**src/rtl/sdiv_pkg.sv**
```systemverilog
package sdiv_pkg;

   // Control sequence of the iterative divider
   typedef enum logic [1:0] {
      ST_IDLE = 2'd0,
      ST_RUN  = 2'd1,
      ST_FIN  = 2'd2
   } div_state_e;

   // Outcome class decided on the accepting edge
   typedef enum logic [1:0] {
      K_NORM = 2'd0,
      K_DZ   = 2'd1,
      K_SAT  = 2'd2
   } op_kind_e;

endpackage

```
**src/rtl/sdiv_ctrl.sv**
```systemverilog
module sdiv_ctrl
   import sdiv_pkg::*;
#(
   parameter int ITER = 64
) (
   input  logic clk,
   input  logic rst_n,
   input  logic start_i,
   input  logic short_i,
   output logic load_o,
   output logic step_o,
   output logic fin_o,
   output logic busy_o
);

   localparam int CW = (ITER > 1) ? $clog2(ITER) : 1;
   localparam logic [CW-1:0] LAST = CW'(ITER - 1);

   div_state_e state_q, state_d;
   logic [CW-1:0] cnt_q;

   assign load_o = start_i && (state_q == ST_IDLE);
   assign step_o = (state_q == ST_RUN);
   assign fin_o  = (state_q == ST_FIN);
   assign busy_o = (state_q != ST_IDLE);

   always_comb begin
      state_d = state_q;
      unique case (state_q)
         ST_IDLE: if (load_o) state_d = short_i ? ST_FIN : ST_RUN;
         ST_RUN:  if (cnt_q == LAST) state_d = ST_FIN;
         ST_FIN:  state_d = ST_IDLE;
         default: state_d = ST_IDLE;
      endcase
   end

   always_ff @(posedge clk or negedge rst_n) begin
      if (!rst_n) begin
         state_q <= ST_IDLE;
         cnt_q   <= '0;
      end else begin
         state_q <= state_d;
         if (load_o)      cnt_q <= '0;
         else if (step_o) cnt_q <= cnt_q + 1'b1;
      end
   end

endmodule

```
**src/rtl/sdiv_core.sv**
```systemverilog
module sdiv_core #(
   parameter int DW = 32
) (
   input  logic            clk,
   input  logic            rst_n,
   input  logic            load_i,
   input  logic            step_i,
   input  logic [2*DW-1:0] dvd_i,
   input  logic [DW-1:0]   dsr_i,
   output logic [2*DW-1:0] quo_o
);

   localparam int DW2 = 2 * DW;

   logic [DW-1:0]  rem_q, dsr_q;
   logic [DW2-1:0] acc_q;
   logic [DW:0]    shifted;
   logic [DW+1:0]  trial;
   logic           take;

   // Restoring step: shift one dividend bit into the partial remainder
   assign shifted = {rem_q, acc_q[DW2-1]};
   assign trial   = {1'b0, shifted} - {2'b00, dsr_q};
   assign take    = !trial[DW+1];
   assign quo_o   = acc_q;

   always_ff @(posedge clk or negedge rst_n) begin
      if (!rst_n) begin
         rem_q <= '0;
         dsr_q <= '0;
         acc_q <= '0;
      end else if (load_i) begin
         rem_q <= '0;
         dsr_q <= dsr_i;
         acc_q <= dvd_i;
      end else if (step_i) begin
         rem_q <= take ? trial[DW-1:0] : shifted[DW-1:0];
         acc_q <= {acc_q[DW2-2:0], take};
      end
   end

endmodule

```
**src/rtl/sdiv_fixup.sv**
```systemverilog
module sdiv_fixup #(
   parameter int DW = 32
) (
   input  logic [2*DW-1:0] mag_i,
   input  logic            neg_i,
   input  logic            signed_i,
   output logic [DW-1:0]   quot_o,
   output logic            ovf_o
);

   localparam int DW2 = 2 * DW;
   localparam logic [DW2-1:0] HALF    = {{DW{1'b0}}, 1'b1, {(DW-1){1'b0}}};
   localparam logic [DW2-1:0] POS_MAX = HALF - 1'b1;
   localparam logic [DW-1:0]  S_MAX   = {1'b0, {(DW-1){1'b1}}};
   localparam logic [DW-1:0]  S_MIN   = {1'b1, {(DW-1){1'b0}}};

   always_comb begin
      quot_o = mag_i[DW-1:0];
      ovf_o  = 1'b0;
      if (!signed_i) begin
         if (|mag_i[DW2-1:DW]) begin
            quot_o = '1;
            ovf_o  = 1'b1;
         end
      end else if (neg_i) begin
         if (mag_i > HALF) begin
            quot_o = S_MIN;
            ovf_o  = 1'b1;
         end else begin
            quot_o = -mag_i[DW-1:0];
         end
      end else if (mag_i > POS_MAX) begin
         quot_o = S_MAX;
         ovf_o  = 1'b1;
      end
   end

endmodule

```
**src/rtl/sat_divider.sv**
```systemverilog
module sat_divider
   import sdiv_pkg::*;
#(
   parameter int DW = 32
) (
   input  logic          clk,
   input  logic          rst_n,
   input  logic          start_i,
   input  logic          signed_i,
   input  logic          setcc_i,
   input  logic [DW-1:0] hi_i,
   input  logic [DW-1:0] opa_i,
   input  logic [DW-1:0] opb_i,
   output logic          busy_o,
   output logic          done_o,
   output logic          dz_trap_o,
   output logic [DW-1:0] quot_o,
   output logic          ovf_o,
   output logic [DW-1:0] cc_quot_o,
   output logic          cc_ovf_o
);

   localparam int DW2  = 2 * DW;
   localparam int ITER = DW2;
   localparam logic [DW2-1:0] DVD_MIN = {1'b1, {(DW2-1){1'b0}}};
   localparam logic [DW-1:0]  S_MAX   = {1'b0, {(DW-1){1'b1}}};

   generate
      if (DW < 2) begin : g_bad_width
         $error("sat_divider: DW must be at least 2");
      end
   endgenerate

   logic [DW2-1:0] dvd_raw, dvd_mag, quo_mag;
   logic [DW-1:0]  dsr_mag, fx_quot;
   logic           sign_a, sign_b, is_zero, is_minneg, fx_ovf;
   logic           load, step, fin;
   op_kind_e       kind_d, kind_q;
   logic           sgn_q, neg_q, setcc_q;

   // Operand preparation: magnitudes and early-exit detection
   assign dvd_raw   = {hi_i, opa_i};
   assign sign_a    = signed_i & dvd_raw[DW2-1];
   assign sign_b    = signed_i & opb_i[DW-1];
   assign dvd_mag   = sign_a ? -dvd_raw : dvd_raw;
   assign dsr_mag   = sign_b ? -opb_i : opb_i;
   assign is_zero   = (opb_i == '0);
   assign is_minneg = signed_i && (dvd_raw == DVD_MIN) && (&opb_i);
   assign kind_d    = is_zero ? K_DZ : (is_minneg ? K_SAT : K_NORM);

   sdiv_ctrl #(.ITER(ITER)) ctrl_i (
      .clk     (clk),
      .rst_n   (rst_n),
      .start_i (start_i),
      .short_i (kind_d != K_NORM),
      .load_o  (load),
      .step_o  (step),
      .fin_o   (fin),
      .busy_o  (busy_o)
   );

   sdiv_core #(.DW(DW)) core_i (
      .clk    (clk),
      .rst_n  (rst_n),
      .load_i (load),
      .step_i (step),
      .dvd_i  (dvd_mag),
      .dsr_i  (dsr_mag),
      .quo_o  (quo_mag)
   );

   sdiv_fixup #(.DW(DW)) fixup_i (
      .mag_i    (quo_mag),
      .neg_i    (neg_q),
      .signed_i (sgn_q),
      .quot_o   (fx_quot),
      .ovf_o    (fx_ovf)
   );

   // Request attributes captured on the accepting edge
   always_ff @(posedge clk or negedge rst_n) begin
      if (!rst_n) begin
         sgn_q   <= 1'b0;
         neg_q   <= 1'b0;
         setcc_q <= 1'b0;
         kind_q  <= K_NORM;
      end else if (load) begin
         sgn_q   <= signed_i;
         neg_q   <= sign_a ^ sign_b;
         setcc_q <= setcc_i;
         kind_q  <= kind_d;
      end
   end

   // Result commit in the final cycle
   always_ff @(posedge clk or negedge rst_n) begin
      if (!rst_n) begin
         done_o    <= 1'b0;
         dz_trap_o <= 1'b0;
         quot_o    <= '0;
         ovf_o     <= 1'b0;
         cc_quot_o <= '0;
         cc_ovf_o  <= 1'b0;
      end else begin
         done_o    <= fin;
         dz_trap_o <= fin && (kind_q == K_DZ);
         if (fin) begin
            unique case (kind_q)
               K_DZ: begin
                  quot_o <= '0;
                  ovf_o  <= 1'b0;
               end
               K_SAT: begin
                  quot_o <= S_MAX;
                  ovf_o  <= 1'b1;
                  if (setcc_q) begin
                     cc_quot_o <= S_MAX;
                     cc_ovf_o  <= 1'b1;
                  end
               end
               default: begin
                  quot_o <= fx_quot;
                  ovf_o  <= fx_ovf;
                  if (setcc_q) begin
                     cc_quot_o <= fx_quot;
                     cc_ovf_o  <= fx_ovf;
                  end
               end
            endcase
         end
      end
   end

endmodule

```
**config.mk**
```make
export PLATFORM = sky130hd
export DESIGN_NAME = sat_divider
export DESIGN_NICKNAME = d
export VERILOG_FILES = /design/src/rtl/sdiv_pkg.sv /design/src/rtl/sdiv_ctrl.sv /design/src/rtl/sdiv_core.sv /design/src/rtl/sdiv_fixup.sv /design/src/rtl/sat_divider.sv
export SDC_FILE = /design/constraint.sdc
export NUM_CORES = 1
export LEC_CHECK = 0
export ABC_CLOCK_PERIOD_IN_PS = 3000
export BUFFER_PORTS_ARGS = -buffer_cell sky130_fd_sc_hd__buf_2
export CORE_ASPECT_RATIO = 1.5
export CORE_MARGIN = 5
export CORE_UTILIZATION = 45
export CTS_BUF_LIST = sky130_fd_sc_hd__clkbuf_8
export DETAILED_ROUTE_END_ITERATION = 10
export GPL_ROUTABILITY_DRIVEN = 0
export PLACE_DENSITY = 0.74
export SLEW_MARGIN = 20
export SYNTH_ARGS = -nofsm -noshare
export SYNTH_HDL_FRONTEND = slang
export SYNTH_SLANG_ARGS = --single-unit
```
**constraint.sdc**
```tcl
create_clock -name clk -period 3 [get_ports clk]
set_clock_uncertainty 0.1 [all_clocks]
set_input_delay 0.45 -clock clk [delete_from_list [all_inputs] [get_ports clk]]
set_output_delay 0.45 -clock clk [all_outputs]
set_load 0.01 [all_outputs]
```
# --- Word-level counts from Yosys, hierarchy flattened ---
# Cells that the tools add are included.
word_totals:
  regBits: 209
  wordCells: 81
op_classes:
  add_sub_neg: 5
  n_lt_le_gt_ge: 2
  eq_ne: 8
  n_mux: 33
  n_bitwise: 4
  reduce_logical: 14
op_table:
  columns: ["op", "count"]
  rows:
  - ["2-to-1 mux 32 bit", 11]
  - ["2-to-1 mux 64 bit", 3]
  - ["case mux 32 bit (2 select lines)", 2]
  - ["equality test 64 bit, second input constant", 1]
  - ["> comparator 64 x 31 -> 1 bit, second input constant", 1]
  - ["> comparator 64 x 32 -> 1 bit, second input constant", 1]
  - ["negator 32 bit", 2]
  - ["negator 64 bit", 1]
  - ["subtractor 33 x 32 -> 34 bit", 1]
  - ["zero test 32 bit", 1]
  - ["AND reduction 32 bit", 1]
  - ["OR reduction 32 bit", 1]
  - ["2-to-1 mux 6 bit", 2]
  - ["2-to-1 mux 2 bit", 5]
  - ["2-to-1 mux 1 bit", 7]
  - ["adder 6 x 1 -> 6 bit, second input constant", 1]
  - ["equality test 6 bit, second input constant", 1]
  - ["nonzero test 2 bit", 3]
  - ["equality test 2 x 1 -> 1 bit, second input constant", 2]
  - ["equality test 2 bit, second input constant", 2]
  - ["logical AND 1 bit", 4]
  - ["case mux 1 bit (2 select lines)", 2]
  - ["case mux 2 bit (2 select lines)", 1]
  - ["AND reduction 3 bit", 1]
  - ["8 further kinds", 9]

# --- Logic depth before layout (Yosys ltp) ---
logic_depth:
  depth_word: 9
  depth_mapped: 12

# --- Hierarchy ---
# Synthesis repeated with hierarchy kept, for this count alone.
hier_totals:
  hier_cells: 1762
  hier_area_um2: 14522.7
modules_own_cells:
  columns: ["module", "n_inst", "cells_each", "area_per_inst_um2", "seq_area_each_um2"]
  rows:
  - ["sdiv_core", 1, 831, 7547.2, 3203.1]
  - ["sat_divider", 1, 661, 5134.9, 1826.8]
  - ["sdiv_fixup", 1, 230, 1450.1, 0.0]
  - ["sdiv_ctrl", 1, 40, 390.4, 200.2]

# --- Worst setup path before layout ---
# Ideal clock, no wire load.
synth_path:
  path_type: "in2reg"
  from: "input opb_i[0]"
  to: "register core_i.dsr_q[30]"
  setup_time_ns: 0.134
  arrival_time_ns: 2.802
  path_slack_ns: -0.036
  stages: 10
  cell_sequence: "inv_1 > ha_1 > or4b_2 > or3_1 > nor4_2 > and2_1 > nand2_1 > o31ai_1 > xor2_1 > o21ai_0"
synth_between:
  elab_chain_cells: 2
synth_lines:
  columns: ["item", "line", "source"]
  rows:
  - ["start, declared", "sat_divider.sv:13", "input logic [DW-1:0] opb_i,"]
  - ["negator 32 bit", "sat_divider.sv:46", "assign dsr_mag = sign_b ? -opb_i : opb_i;"]
  - ["2-to-1 mux 32 bit", "sat_divider.sv:46", null]
  - ["end signal, assigned", "sdiv_core.sv:34", "dsr_q <= dsr_i;"]
  - ["end, declared", "sdiv_core.sv:15", "logic [DW-1:0] rem_q, dsr_q;"]
# Every way passes these cells.
# A chain may end at the register's enable or synchronous reset.

# --- Worst setup path after layout ---
layout_path:
  from: "register core_i.acc_q[11] (netlist: core_i.quo_o[11])"
  to: "register cc_quot_o[28]"
layout_between:
  elab_chain_cells: 6
  elab_cells_between_ends: 9
  cone_classes: "add/sub: 1; order compare: 2; mux: 6"
layout_lines:
  columns: ["item", "line", "source"]
  rows:
  - ["start, declared", "sdiv_core.sv:16", "logic [DW2-1:0] acc_q;"]
  - ["start signal, assigned", "sdiv_core.sv:35", "acc_q <= dvd_i;"]
  - ["start signal, assigned", "sdiv_core.sv:38", "acc_q <= {acc_q[DW2-2:0], take};"]
  - ["> comparator 64 x 31 -> 1 bit (tied with other cells)", "sdiv_fixup.sv:32", "end else if (mag_i > POS_MAX) begin"]
  - ["2-to-1 mux 32 bit (on tied branches)", "sdiv_fixup.sv:32, sdiv_fixup.sv:26", null]
  - ["2-to-1 mux 32 bit (*)", "sdiv_fixup.sv:25", "end else if (neg_i) begin"]
  - ["2-to-1 mux 32 bit (*)", "sdiv_fixup.sv:20", "if (!signed_i) begin"]
  - ["2-to-1 mux 32 bit (*)", "sat_divider.sv:124", "if (setcc_q) begin"]
  - ["case mux 32 bit (2 select lines) (*)", "sat_divider.sv:108", "unique case (kind_q)"]
  - ["end signal, assigned", "sat_divider.sv:125", "cc_quot_o <= fx_quot;"]
  - ["end, declared", "sat_divider.sv:19", "output logic [DW-1:0] cc_quot_o,"]
# Mark *: on every way between the ends. The rest lies on a longest branch, timed or not. The select of a mux whose other input is x is not followed.

==> results by group <==
Layout
  • Final nets: 2089
  • Share of cells above drive strength 1: 23.8%
  • Design Area, Final: 17100 um^2
  • P&R area growth vs syn: 24.4%

Synth
  • Async SR Flop Fraction: 100%
  • Ys Warns: 0
  • Synth Cell Area: 13700 um^2
  • Synthesized Nets: 1837
  • Post-synthesis average cell area: 8.10 um^2
  • Sequential share of the synthesized area: 38.1%
  • Number of synthesized register bits: 209
  • Post-Syn Instances: 1696
  • EDFF count, synth: 0
  • Synth unique cells: 71
  • Top_reg_cell synth: dfrtp_1

GRT
  • Grt total ovfl: 0
  • First-pass GRT wire length: 69.2 mm
  • Initial antenna violation count: 4
  • Number of global-route vias before repair: 14000
  • Total GRT Usage: 24.4%
  • Largest net degree at the start of global routing: 65

Power
  • Switching part of the total: 42.4%
  • Clk network pwr share: 16.5%
  • Sequential Power Share: 30.8%
  • Logic pwr share: 52.7%
  • Peak supply drop: 0.521 mV
  • Power per Cell Area: 858 nW/um^2
  • P_leak: 7.41 nW
  • NetSw: 6.22 mW
  • Pint: 8.44 mW

Placed design
  • Post-DP HPWL: 32.7 mm
  • Cell area after placement: 15900 um^2
  • Port Buffers: 169

Route
  • Average wire per standard cell: 18.3 um
  • Via count: 13900
  • WL final: 43.5 mm
  • Number of detailed-route iterations in the first pass: 8
  • DRT iter0 DRCs: 962
  • Final ANT Viol Nets: 0
  • DR vias/cell: 5.86
  • DRC viols: 0

Clock network
  • Clk pin slew, worst setup/hold paths: 0.07 ns
  • Num Clock Sinks: 209
  • Clk root buf: clkbuf_8
  • H-tree depth: 2
  • CTS Buf Count: 34
  • CTS tree: yes
  • Clk Latency, worst-skew pair: 0.54 ns
  • CTS Buffer Depth: 3

Job
  • Max-Cap Viols: 0

Setup path
  • Crit start category: flop
  • Crit path cell chain: or4_4 > nand4b_1 > or4_4 > a21oi_4 > buf_12 > nand2_8 > buf_12 > nor3b_4 > a211oi_2 > a21oi_1
  • Crit-path leading delay family: simple AND/OR/NAND/NOR gates
  • Worst EP arrival: 3.47 ns
  • CP Data Required Time: 3.36 ns
  • CP startpoint: core_i.quo_o[11]
  • CP max-delay cell: or4_4
  • Setup CP Type: flop to flop
  • Buf/Inv on CP: 2
  • Max incr delay on CP: 0.61 ns
  • CP max FO: 7
  • Crit. End Element: flop
  • FF-to-FF Start: core_i.quo_o[11]

Timing
  • RSZ-0062 raised after global routing: yes
  • Max-slew violations: 0
  • Setup violations, final: 26
  • Relative max-transition margin: 34.5%
  • Hold WS: 0.129 ns
  • Tmin final: 3.11 ns
  • Least-Margin Pin Slew: 0.980 ns
  • Max Fclk: 0.321 GHz
  • Final hold vios: 0
  • Final worst slack: -0.111 ns
  • Final Cycle Share: 104%
  • Total negative slack: -0.897 ns

Hold path
  • HP Start: hi_i[25]
  • Min-delay worst type: primary input to flop

Outcome
  • Status: finished with violations
  • Failing checks: negative setup slack

Die
  • Die width: 153 um
  • IO Pins: 170
  • Initial Util: 45.5%
  • Core footprint: 30200 um^2
  • FP Rows: 78
  • Die Y-Extent: 224 um
  • Die area: 34200 um^2
## cell usage in the layout (no fill, tap or decap), types with 6 or more instances in the layout
master / netlist / final
o211ai_1: 16 / 16
and2_1: 13 / 12
a21o_1: 14 / 13
xnor2_1: 60 / 60
or2_2: 7 / 7
o22a_1: 17 / 17
buf_12: 0 / 9
nand2b_1: 9 / 8
a31oi_1: 55 / 55
mux2i_1: 24 / 24
xor2_1: 57 / 57
inv_1: 60 / 69
and3_1: 22 / 22
o21a_1: 10 / 10
nor3_1: 33 / 22
nor2_1: 155 / 152
clkbuf_8: 0 / 42
clkinv_2: 0 / 7
or3_1: 19 / 19
a211oi_1: 24 / 8
a211oi_2: 0 / 15
or4_4: 2 / 6
o31ai_1: 14 / 13
nor2b_1: 9 / 8
nand3_1: 60 / 59
nand2_1: 224 / 222
a21oi_2: 0 / 15
o21ai_1: 8 / 14
nor4_1: 24 / 23
a31o_2: 7 / 7
buf_2: 6 / 168
a21oi_1: 156 / 140
dfrtp_1: 209 / 209
o41ai_1: 7 / 7
buf_4: 1 / 135
o21ai_0: 138 / 127
ha_1: 39 / 39
nand4_1: 16 / 16
or4_1: 16 / 12
nor3_4: 0 / 9
## final cells by class
| cell class | count | area, um^2 |
|---|---|---|
| multi-input combinational | 1326 | 8380 |
| clock inverter | 19 | 91.3 |
| clock buffer | 41 | 564 |
| timing repair buffer | 317 | 2090 |
| tap | 400 | 500 |
| sequential | 209 | 5230 |
| inverter | 60 | 225 |
| fill | 2715 | 13100 |
| antenna | 2 | 5.00 |
## tightest hold or removal path: stages
cell,delay [ns]
buf_2,0.11
xnor2_1,0.12
a21oi_1,0.06
## power by group through the flow
stage | Clock (mW) | Sequential [mW] | Combinational [mW]
floorplan | 0 | 4.36 | 4.90
global placement | 0 | 4.46 | 7.12
detailed placement | 0 | 4.50 | 7.35
CTS | 2.47 | 4.46 | 7.40
global route | 2.57 | 4.64 | 8.53
finish | 2.42 | 4.52 | 7.73
## what timing repair did
item	CTS	global route
buffers inserted	1	4
pin swaps	15	42
endpoints found under the hold margin	61	0
hold buffers	2	0
endpoints found under the setup margin	50	82
gates resized for setup	15	97
gates cloned	0	0
## cells in the mapped netlist, types with 9 or more instances
library cell | number | area [um^2]
o21a_1 | 10 | 75.1
o31ai_1 | 14 | 105
and2_1 | 13 | 81.3
dfrtp_1 | 209 | 5230
a211oi_1 | 24 | 180
xor2_1 | 57 | 499
o21ai_0 | 138 | 691
clkbuf_1 | 90 | 338
o22a_1 | 17 | 149
xnor2_1 | 60 | 526
nor2_1 | 155 | 582
nor2b_1 | 9 | 56.3
inv_1 | 60 | 225
a21o_1 | 14 | 105
o211ai_1 | 16 | 120
nor4_1 | 24 | 150
a31oi_1 | 55 | 344
ha_1 | 39 | 488
mux2i_1 | 24 | 240
nand4_1 | 16 | 100
nand2b_1 | 9 | 56.3
nor3_1 | 33 | 165
nand2_1 | 224 | 841
or4_1 | 16 | 120
a21oi_1 | 156 | 781
and3_1 | 22 | 138
or3_1 | 19 | 119
nor3b_1 | 12 | 90.1
nand3_1 | 60 | 300
## flip-flops by register name, indices dropped and copies added (netlist names)
name / count
quot_o: 32
ctrl_i.cnt_q: 6
ctrl_i.state_q: 2
dz_trap_o: 1
core_i.rem_q: 32
core_i.quo_o: 64
cc_ovf_o: 1
setcc_q: 1
neg_q: 1
cc_quot_o: 32
core_i.dsr_q: 32
ovf_o: 1
sgn_q: 1
done_o: 1
kind_q: 2
## metal layers
layer	global-route usage, %	share of wire (%)	vias to the layer above	wire, um
met5	0	0.071	-	31
li1	-	-	6568	-
met4	14.8	6.8	4	2950
met1	26.1	36	6624	15700
met3	3.83	5.4	188	2360
met2	45.0	52	516	22500
## path summary, 6_finish.rpt
kind	slack, ns	endpoint	cells past startpoint
max	-0.11	cc_quot_o[28]	10
min	0.13	core_i.quo_o[57]	3
max reg2reg	-0.11	cc_quot_o[28]	10
min reg2reg	0.37	setcc_q	2
max in group asynchronous	1.55	quot_o[5]	3
min in group asynchronous	0.37	core_i.rem_q[9]	2
## kinds of logic (layout without fill, tap and decap cells)
group	count (synthesis)	count (layout)	synth area share [%]
adder cells (fa/ha/maj)	40	40	3.70
multiplexers	26	26	1.91
other	0	2	0
flip-flops	209	209	38.1
buffers and inverters	161	437	4.54
XOR/XNOR	117	117	7.46
AND/OR/NAND/NOR	636	636	21.9
AO/OA/AOI/OAI	507	507	22.4
## stage by stage
step                utilization [%]  setup WS (ns)  power, mW  instances
finish                         56.7         -0.111       14.7       2374
global placement               52.6         -0.190       11.6       2306
global route                   56.7         -0.233       15.7       2373
floorplan                         -         0.0154       9.26       1696
detailed placement             52.6         -0.238       11.8       2306
CTS                            55.1        -0.0216       14.3       2369
Note: power is estimated with default switching activity, not from simulation.
